### config.mk
export PLATFORM = sky130hd
export DESIGN_NAME = irq_port_unit
export DESIGN_NICKNAME = d
export VERILOG_FILES = /design/src/rtl/irq_port_pkg.sv /design/src/rtl/irq_port_sync.sv /design/src/rtl/irq_port_regs.sv /design/src/rtl/irq_port_prio.sv /design/src/rtl/irq_port_unit.sv
export SDC_FILE = /design/constraint.sdc
export NUM_CORES = 1
export LEC_CHECK = 0
export BUFFER_PORTS_ARGS = -buffer_cell sky130_fd_sc_hd__buf_4
export CAP_MARGIN = 20
export CELL_PAD_IN_SITES_DETAIL_PLACEMENT = 1
export CELL_PAD_IN_SITES_GLOBAL_PLACEMENT = 1
export CORE_UTILIZATION = 40
export DETAILED_ROUTE_END_ITERATION = 8
export PLACE_DENSITY = 0.79
export REMOVE_ABC_BUFFERS = 1
export SLEW_MARGIN = 15
export SYNTH_ARGS = -nofsm -noshare
export SYNTH_HDL_FRONTEND = slang
export SYNTH_SLANG_ARGS = --single-unit
### constraint.sdc
create_clock -name clk -period 2.5 [get_ports clk]
set_clock_uncertainty 0.2 [all_clocks]
set_input_delay 0.125 -clock clk [delete_from_list [all_inputs] [get_ports clk]]
set_output_delay 0.125 -clock clk [all_outputs]
set_load 0.03 [all_outputs]
### src/rtl/irq_port_pkg.sv
package irq_port_pkg;

   // Pin index behind port k
   function automatic int port_pin(int k, int g1, int g2, int g3);
      if (k < g3) return g1 + g2 + k;
      return g1 + (g3 + g2 - 1 - k);
   endfunction

   // Port number behind a group-two pin p
   function automatic int pin_port(int p, int g1, int g2, int g3);
      return g3 + g2 - 1 - (p - g1);
   endfunction

endpackage

### src/rtl/irq_port_sync.sv
module irq_port_sync #(
   parameter int W      = 22,
   parameter int STAGES = 2
) (
   input  logic         clk,
   input  logic         rst_n,
   input  logic [W-1:0] d,
   output logic [W-1:0] q
);
   logic [W-1:0] stage [STAGES];

   always_ff @(posedge clk) begin
      if (!rst_n) begin
         for (int s = 0; s < STAGES; s++) stage[s] <= '1;
      end else begin
         stage[0] <= d;
         for (int s = 1; s < STAGES; s++) stage[s] <= stage[s-1];
      end
   end

   assign q = stage[STAGES-1];
endmodule

### src/rtl/irq_port_regs.sv
module irq_port_regs #(
   parameter int NINT      = 15,
   parameter int NPORT     = 16,
   parameter int ADDR_W    = 5,
   parameter int PORT_BASE = 16
) (
   input  logic              clk,
   input  logic              rst_n,
   input  logic              bus_sel,
   input  logic              bus_wstb,
   input  logic [ADDR_W-1:0] bus_addr,
   input  logic              bus_wdat,
   output logic [NINT-1:0]   irq_en,
   output logic [NPORT-1:0]  port_val,
   output logic [NPORT-1:0]  port_dir
);
   int a;
   always_comb a = int'(bus_addr);

   always_ff @(posedge clk) begin
      if (!rst_n) begin
         irq_en   <= '0;
         port_val <= '0;
         port_dir <= '0;
      end else if (bus_sel && bus_wstb) begin
         for (int i = 0; i < NINT; i++)
            if (a == i + 1) irq_en[i] <= bus_wdat;
         for (int k = 0; k < NPORT; k++)
            if (a == PORT_BASE + k) begin
               port_val[k] <= bus_wdat;
               port_dir[k] <= 1'b1;
            end
      end
   end
endmodule

### src/rtl/irq_port_prio.sv
module irq_port_prio #(
   parameter int NINT    = 15,
   parameter int CODE_W  = 4,
   parameter bit OUT_REG = 1'b1
) (
   input  logic              clk,
   input  logic              rst_n,
   input  logic [NINT-1:0]   act,
   output logic [CODE_W-1:0] code,
   output logic              req_n
);
   logic [CODE_W-1:0] code_c;
   logic              any_c;

   always_comb begin
      code_c = '0;
      for (int i = NINT - 1; i >= 0; i--)
         if (act[i]) code_c = CODE_W'(i + 1);
      any_c = |act;
   end

   if (OUT_REG) begin : g_reg
      always_ff @(posedge clk) begin
         if (!rst_n) begin
            code  <= '0;
            req_n <= 1'b1;
         end else begin
            code  <= code_c;
            req_n <= ~any_c;
         end
      end
   end else begin : g_comb
      assign code  = code_c;
      assign req_n = ~any_c;
   end
endmodule

### src/rtl/irq_port_unit.sv
module irq_port_unit
   import irq_port_pkg::*;
#(
   parameter int G1_PINS     = 6,
   parameter int G2_PINS     = 9,
   parameter int G3_PINS     = 7,
   parameter int CODE_W      = 4,
   parameter int ADDR_W      = 5,
   parameter int SYNC_STAGES = 2,
   parameter bit OUT_REG     = 1'b1
) (
   input  logic                                 clk,
   input  logic                                 rst_n,
   input  logic                                 bus_sel,
   input  logic [ADDR_W-1:0]                    bus_addr,
   input  logic                                 bus_wdat,
   input  logic                                 bus_wstb,
   output logic                                 bus_rdat,
   input  logic [G1_PINS+G2_PINS+G3_PINS-1:0]   pin_in,
   output logic [G1_PINS+G2_PINS+G3_PINS-1:0]   pin_out,
   output logic [G1_PINS+G2_PINS+G3_PINS-1:0]   pin_oe,
   output logic [CODE_W-1:0]                    irq_code,
   output logic                                 irq_req_n
);
   localparam int NPIN      = G1_PINS + G2_PINS + G3_PINS;
   localparam int NINT      = G1_PINS + G2_PINS;
   localparam int NPORT     = G2_PINS + G3_PINS;
   localparam int PORT_BASE = 2 ** (ADDR_W - 1);

   if (NINT >= 2 ** CODE_W) begin : g_bad_code
      $error("code width too small for interrupt count");
   end
   if (NINT >= PORT_BASE || NPORT > PORT_BASE) begin : g_bad_addr
      $error("bit address too narrow for pin count");
   end
   if (SYNC_STAGES < 2) begin : g_bad_sync
      $error("synchroniser needs two or more stages");
   end

   logic [NPIN-1:0]  pin_s;
   logic [NINT-1:0]  irq_en;
   logic [NPORT-1:0] port_val;
   logic [NPORT-1:0] port_dir;
   logic [NPORT-1:0] port_lvl;
   logic [NINT-1:0]  act;
   logic             rd_c;

   irq_port_sync #(.W(NPIN), .STAGES(SYNC_STAGES)) u_sync (
      .clk(clk), .rst_n(rst_n), .d(pin_in), .q(pin_s)
   );

   irq_port_regs #(
      .NINT(NINT), .NPORT(NPORT), .ADDR_W(ADDR_W), .PORT_BASE(PORT_BASE)
   ) u_regs (
      .clk(clk), .rst_n(rst_n), .bus_sel(bus_sel), .bus_wstb(bus_wstb),
      .bus_addr(bus_addr), .bus_wdat(bus_wdat),
      .irq_en(irq_en), .port_val(port_val), .port_dir(port_dir)
   );

   // Pin drive per group
   for (genvar p = 0; p < NPIN; p++) begin : g_pin
      if (p < G1_PINS) begin : g_g1
         assign pin_out[p] = 1'b0;
         assign pin_oe[p]  = 1'b0;
      end else if (p < NINT) begin : g_g2
         localparam int K = pin_port(p, G1_PINS, G2_PINS, G3_PINS);
         assign pin_out[p] = port_val[K];
         assign pin_oe[p]  = port_dir[K];
      end else begin : g_g3
         assign pin_out[p] = port_val[p - NINT];
         assign pin_oe[p]  = port_dir[p - NINT];
      end
   end

   for (genvar k = 0; k < NPORT; k++) begin : g_port_lvl
      localparam int P = port_pin(k, G1_PINS, G2_PINS, G3_PINS);
      assign port_lvl[k] = pin_s[P];
   end

   // An output pin is never an interrupt source
   for (genvar i = 0; i < NINT; i++) begin : g_act
      assign act[i] = irq_en[i] & ~pin_s[i] & ~pin_oe[i];
   end

   irq_port_prio #(.NINT(NINT), .CODE_W(CODE_W), .OUT_REG(OUT_REG)) u_prio (
      .clk(clk), .rst_n(rst_n), .act(act), .code(irq_code), .req_n(irq_req_n)
   );

   always_comb begin
      rd_c = 1'b0;
      for (int i = 0; i < NINT; i++)
         if (int'(bus_addr) == i + 1) rd_c = pin_s[i];
      for (int k = 0; k < NPORT; k++)
         if (int'(bus_addr) == PORT_BASE + k) rd_c = port_lvl[k];
   end

   assign bus_rdat = bus_sel & rd_c;
endmodule

==> results of run 1 <==
-- state kept, by name, summed over array words and instances, names as in the netlist --
name             cells
u_prio.code          4
u_regs.port_dir     16
u_regs.irq_en       15
u_prio.req_n         1
u_sync.stage        44
u_regs.port_val     16
-- placed cells by master (no fill, tap or decap), types with 12 or more instances in the layout --
master	netlist	routed
dfxtp_1	96	96
buf_4	13	69
nand2_1	53	53
nand2b_1	53	53
nor2_1	44	44
o21ai_0	24	24
dlygate4sd3_1	0	23
nor2b_1	18	18
nand3_1	16	16
o21a_1	16	16
a21boi_0	15	15
conb_1	1	12
-- layout make-up --
class                           instances  area [sq um]  area share, %
Tap cell                              133           166           3.36
Clock buffer                           11           131           2.65
Timing Repair Buffer                   93           768           15.5
Multi-Input combinational cell        325          1890           38.2
Sequential cell                        96          1920           38.8
Clock inverter                          5          63.8           1.29
Inverter                                2          7.51          0.152
-- final timing paths --
path / from / end / slack (ps)
worst min-delay path: rst_n / u_sync.stage[0][16]$_SDFF_PN1_ / -2
worst max register to register: u_sync.stage[0][36]$_SDFF_PN1_ / u_prio.code[0]$_SDFF_PN0_ / 690
worst min register to register: u_sync.stage[0][1]$_SDFF_PN1_ / u_sync.stage[0][23]$_SDFF_PN1_ / 220
worst max-delay path: u_sync.stage[0][32]$_SDFF_PN1_ / bus_rdat / 260
-- power by group --
part | internal, uW | switching, uW | leakage, uW
Clock | 472 | 540 | 0.0000945
Sequential | 1570 | 19.5 | 0.000784
Combinational | 123 | 157 | 0.00106
-- per-stage QoR --
stage	utilization (%)	hold WS, ps	std cells
final	50.9	-1.84	665
after global placement	46.5	106	626
after floorplan	-	-9.07	423
after global routing	50.9	21.0	665
after detailed placement	46.5	112	626
after CTS	50.9	0.0102	665
-- per-layer routing --
metal  vias up  GRT usage [%]
li1       1643              -
met1      1592           24.5
met2        63           36.1
met3        10           4.86
met4         0           6.37
met5         -              0
-- cells by family (layout without fill, tap and decap cells) --
kind of cell | count (synthesis) | count (layout) | synth area share [%]
and+or+nand+nor | 210 | 210 | 27.2
DFF | 96 | 96 | 48.1
AOI/OAI and AO/OA | 93 | 93 | 15.8
buffers and inverters | 38 | 111 | 5.70
muxes | 10 | 10 | 3.16
other | 1 | 12 | 0.0938
-- repair_timing --
action | in CTS | in global routing
hold buffers | 23 | 0
hold endpoints to repair | 41 | 0
endpoints found under the setup margin | 0 | 1
gates resized for setup | 0 | 1
==> impl_metrics.ini, run 1 <==
[run_status]
status = finished with violations
violations = negative hold slack

[floorplan]
dieArea_sq_um = 10400
start_util_pct = 41.1
rows = 36
ios = 82
core_area_sq_um = 9730
die_y_um = 102
die_x_um = 102

[grt]
grt_pass1_wl_um = 16200
first_global_vias = 3413
grt_start_max_net_pins = 59
grt_overflow = 0
antenna_found_initial = 0
grtUsageTotal_pct = 20.5

[route]
drc = 0
antenna_left = 0
drtIter0Drc = 127
vias = 3308
avgRoutedWirePerCell_um = 14.8
met1Wirelength_um = 4470
first_pass_iters = 4
viasPerCell = 4.97
routed_wl_um = 9840
top_layer = met4
wl_met2_um = 4870
wl_met3_um = 376

[final_layout]
finalInstanceArea_sq_um = 4950
fillers = 1179
layout-drive-gt1-share_pct = 17.7
area_delta_synth_final_pct = 23.8
antenna_cells = 0
nets = 559

[clock_tree]
clk_pin_slew_ps = 90
cts_buffer_depth = 2
h-tree-depth = 3
post-cts-setup-buffers = 0
clkLatencyLatePin_ps = 370
numCtsBuffers = 9
clkSinkCount = 96
clock-root-buffer = clkbuf_8
cts_tree = yes

[timing]
hold_slack_ps = -1.84
setup_tns_ps = 0
rsz0062_at_grt = no
drv_slew = 0
finalSetupViolations = 0
fmax_mhz = 447
fin_ws_ps = 261
worstMarginPinSlew_ps = 614
hold_viol = 3
fin_crit_sh_pct = 89.6
relSlewSlack_pct = 58.9
period_needed_ps = 2240

[logic_synthesis]
synth-edff-count = 0
ys_types = 45
ys.flop_type = dfxtp_1
ys_seq_area_share_pct = 48.1
ys_ff_latch = 96
syn_inst = 448
netlist_top_cells_count = dfxtp_1 (96), nand2_1 (53), nand2b_1 (53)
syn_avg_cell_area_sq_um = 8.92
yosysMostFrequentCell = dfxtp_1
async_flop_share_pct = 0
yosys.area.top_type_share_pct = 48.1
ys.warnings.count = 0
syn_area_sq_um = 4000
synth_top_cell_by_area = dfxtp_1
synthTopCellsByArea = dfxtp_1 (48%), nand2b_1 (8.3%), nand2_1 (5.0%)

[setup_path]
worstPathRequired_ps = 2170
cp_max_fo = 4
ff2ff_path_depth = 6
crit_type = flip-flop to primary output
cpMaxStageDelayCell = dfxtp_1
path_depth = 7
slowest_delay_ps = 380
crit_buf_inv = 1
endpoint_kind = primary output
crit_family = compound AO/OA/AOI/OAI gates
cp.arrival_ps = 1910
path_cells = nand2_1 -> a2bb2oi_1 -> o32ai_2 -> o22ai_1 -> o41ai_1 -> a21oi_1 -> buf_4
start_kind = flip-flop

[placement]
routabilityCongestion = 0.896
hpwlAfterDp_um = 6920
place_area_sq_um = 4520
portBuffers = 69
post-place-ws_ps = 434

[power_and_ir_drop]
peakVddDrop_uv = 293
p_leak_uw = 0.00193
p_total_uw = 2880
p_per_area_nw_per_um2 = 581

[worst_hold_path]
min_path_cells = 2
hold_class = primary input to flip-flop

[job]
drv_cap = 0
No activity file was read; power rests on OpenSTA's default activity.
==> run 2, diff against run 1 <==
==> constraint.sdc (replaced) <==
create_clock -name clk -period 2.1 [get_ports clk]
set_clock_uncertainty 0.2 [all_clocks]
set_input_delay 0.105 -clock clk [delete_from_list [all_inputs] [get_ports clk]]
set_output_delay 0.105 -clock clk [all_outputs]
set_load 0.03 [all_outputs]
==> run 2 against run 1 <==
Against the previous run: the run ends with negative setup slack left; count of clock-buffer cells in the layout fell by 1; register-to-register slack got worse by 360 ps; sequential share of layout area fell by 1.3 points; sequential cell count did not move; via count rose by 4.6%; final cell count rose by 2.7%; setup slack got worse by 330 ps; first-iteration DRC count rose by 20%; clock power rose by 11%; non-clock buffer count rose by 18; hold slack improved by 37 ps; power rose by 18%.
==> impl_metrics.ini, run 2 (same netlist as run 1, synthesis figures left out) <==
[timing]
setup_tns_ps = -65.9
worstMarginPinSlew_ps = 626
drv_slew = 0
hold_viol = 0
relSlewSlack_pct = 58.1
finalSetupViolations = 1
fmax_mhz = 462
fin_ws_ps = -65.9
fin_crit_sh_pct = 103
hold_slack_ps = 34.8
rsz0062_at_grt = yes
period_needed_ps = 2170

[route]
routed_wl_um = 10600
avgRoutedWirePerCell_um = 15.6
first_pass_iters = 7
viasPerCell = 5.07
top_layer = met4
wl_met2_um = 5280
drtIter0Drc = 152
antenna_left = 0
drc = 0
wl_met3_um = 362
vias = 3461
met1Wirelength_um = 4830

[floorplan]
die_x_um = 102
dieArea_sq_um = 10400
start_util_pct = 41.1
ios = 82
core_area_sq_um = 9730
rows = 36
die_y_um = 102

[grt]
first_global_vias = 3532
grt_pass1_wl_um = 17200
grtUsageTotal_pct = 21.7
antenna_found_initial = 0
grt_overflow = 0
grt_start_max_net_pins = 46

[run_status]
status = finished with violations
violations = negative setup slack

[clock_tree]
cts_buffer_depth = 2
clock-root-buffer = clkbuf_8
h-tree-depth = 3
clkLatencyLatePin_ps = 370
numCtsBuffers = 9
cts_tree = yes
clk_pin_slew_ps = 90
clkSinkCount = 96

[power_and_ir_drop]
peakVddDrop_uv = 322
p_per_area_nw_per_um2 = 656
p_leak_uw = 0.00200

[placement]
hpwlAfterDp_um = 7160
place_area_sq_um = 4570
portBuffers = 69
routabilityCongestion = 0.863
post-place-ws_ps = 152

[final_layout]
finish.utilization_pct = 53.0
layout_common_cells = dfxtp_1 (88), buf_4 (77), nand2_1 (53), nand2b_1 (53), nor2_1 (43)
nets = 577
layout_commonest_cell = dfxtp_1
layout-drive-gt1-share_pct = 21.8
reg_top3 = u_sync.stage x44, u_regs.port_dir x16, u_regs.port_val x16
area_delta_synth_final_pct = 29.1
largest_reg_flops = 44
finalInstanceArea_sq_um = 5160
antenna_cells = 0
top_register = u_sync.stage

[job]
drv_cap = 0

[worst_hold_path]
hold_class = primary input to flip-flop

[setup_path]
endpoint_kind = primary output
crit_type = flip-flop to primary output
worstPathRequired_ps = 1790
start_kind = flip-flop
cp_max_fo = 2
cp.arrival_ps = 1860
## run 2: path summary, 6_finish.rpt
path | startpoint | to | slack (ps) | cells past startpoint
hold reg to reg | u_sync.stage[0][0]$_SDFF_PN1_ | u_sync.stage[0][22]$_SDFF_PN1_ | 210 | 1
setup reg to reg | u_regs.port_dir[7]$_SDFFE_PN0P_ | u_prio.code[0]$_SDFF_PN0_ | 330 | 6
setup / recovery | u_sync.stage[0][26]$_SDFF_PN1_ | bus_rdat | -70 | 7
hold / removal | bus_addr[3] | u_regs.irq_en[0]$_SDFFE_PN0P_ | 30 | 4
## run 2: worst max-delay path, stage by stage, from the launching register on
cell and delay [ps]:
dfxtp_2 340, nand2b_1 90, a2111oi_4 310, a21oi_2 60, o22ai_1 180, o41ai_1 90, a21oi_1 220, buf_4 200
## run 2: routing by layer
metal  vias to the layer above  global-route usage, %
met1                      1686                   26.9
met3                        14                   4.10
met5                         -                      0
li1                       1682                      -
met4                         0                   8.02
met2                        79                   37.5
## run 2: area by class of cell
class	count	area (sq um)
multi-input cells	325	1940
flip-flops and latches	96	1930
inverters	2	7.51
fillers	1143	4570
repair buffers	111	928
clock buffers	10	138
well taps	133	166
clock inverters	6	45.0
## run 2: timing repair
action | CTS | global route
setup endpoints to repair | 1 | 1
hold endpoints to repair | 61 | 0
gates resized for setup | 13 | 6
pin swaps | 5 | 4
buffers inserted | 1 | 1
hold buffers | 33 | 0
## run 2: report_power, final
part	internal [uW]	switching [uW]	total, uW	leakage (uW)
registers	1860	23.2	1890	0.000782
logic	170	205	375	0.00113
clock network	464	660	1120	0.0000845
## run 2: per-stage QoR
stage | cells | power, uW
3_5_place_dp | 632 | 2240
3_3_place_gp | 632 | 2230
4_1_cts | 682 | 3400
5_1_grt | 683 | 3540
6_report | 683 | 3390
2_1_floorplan | 423 | 2070
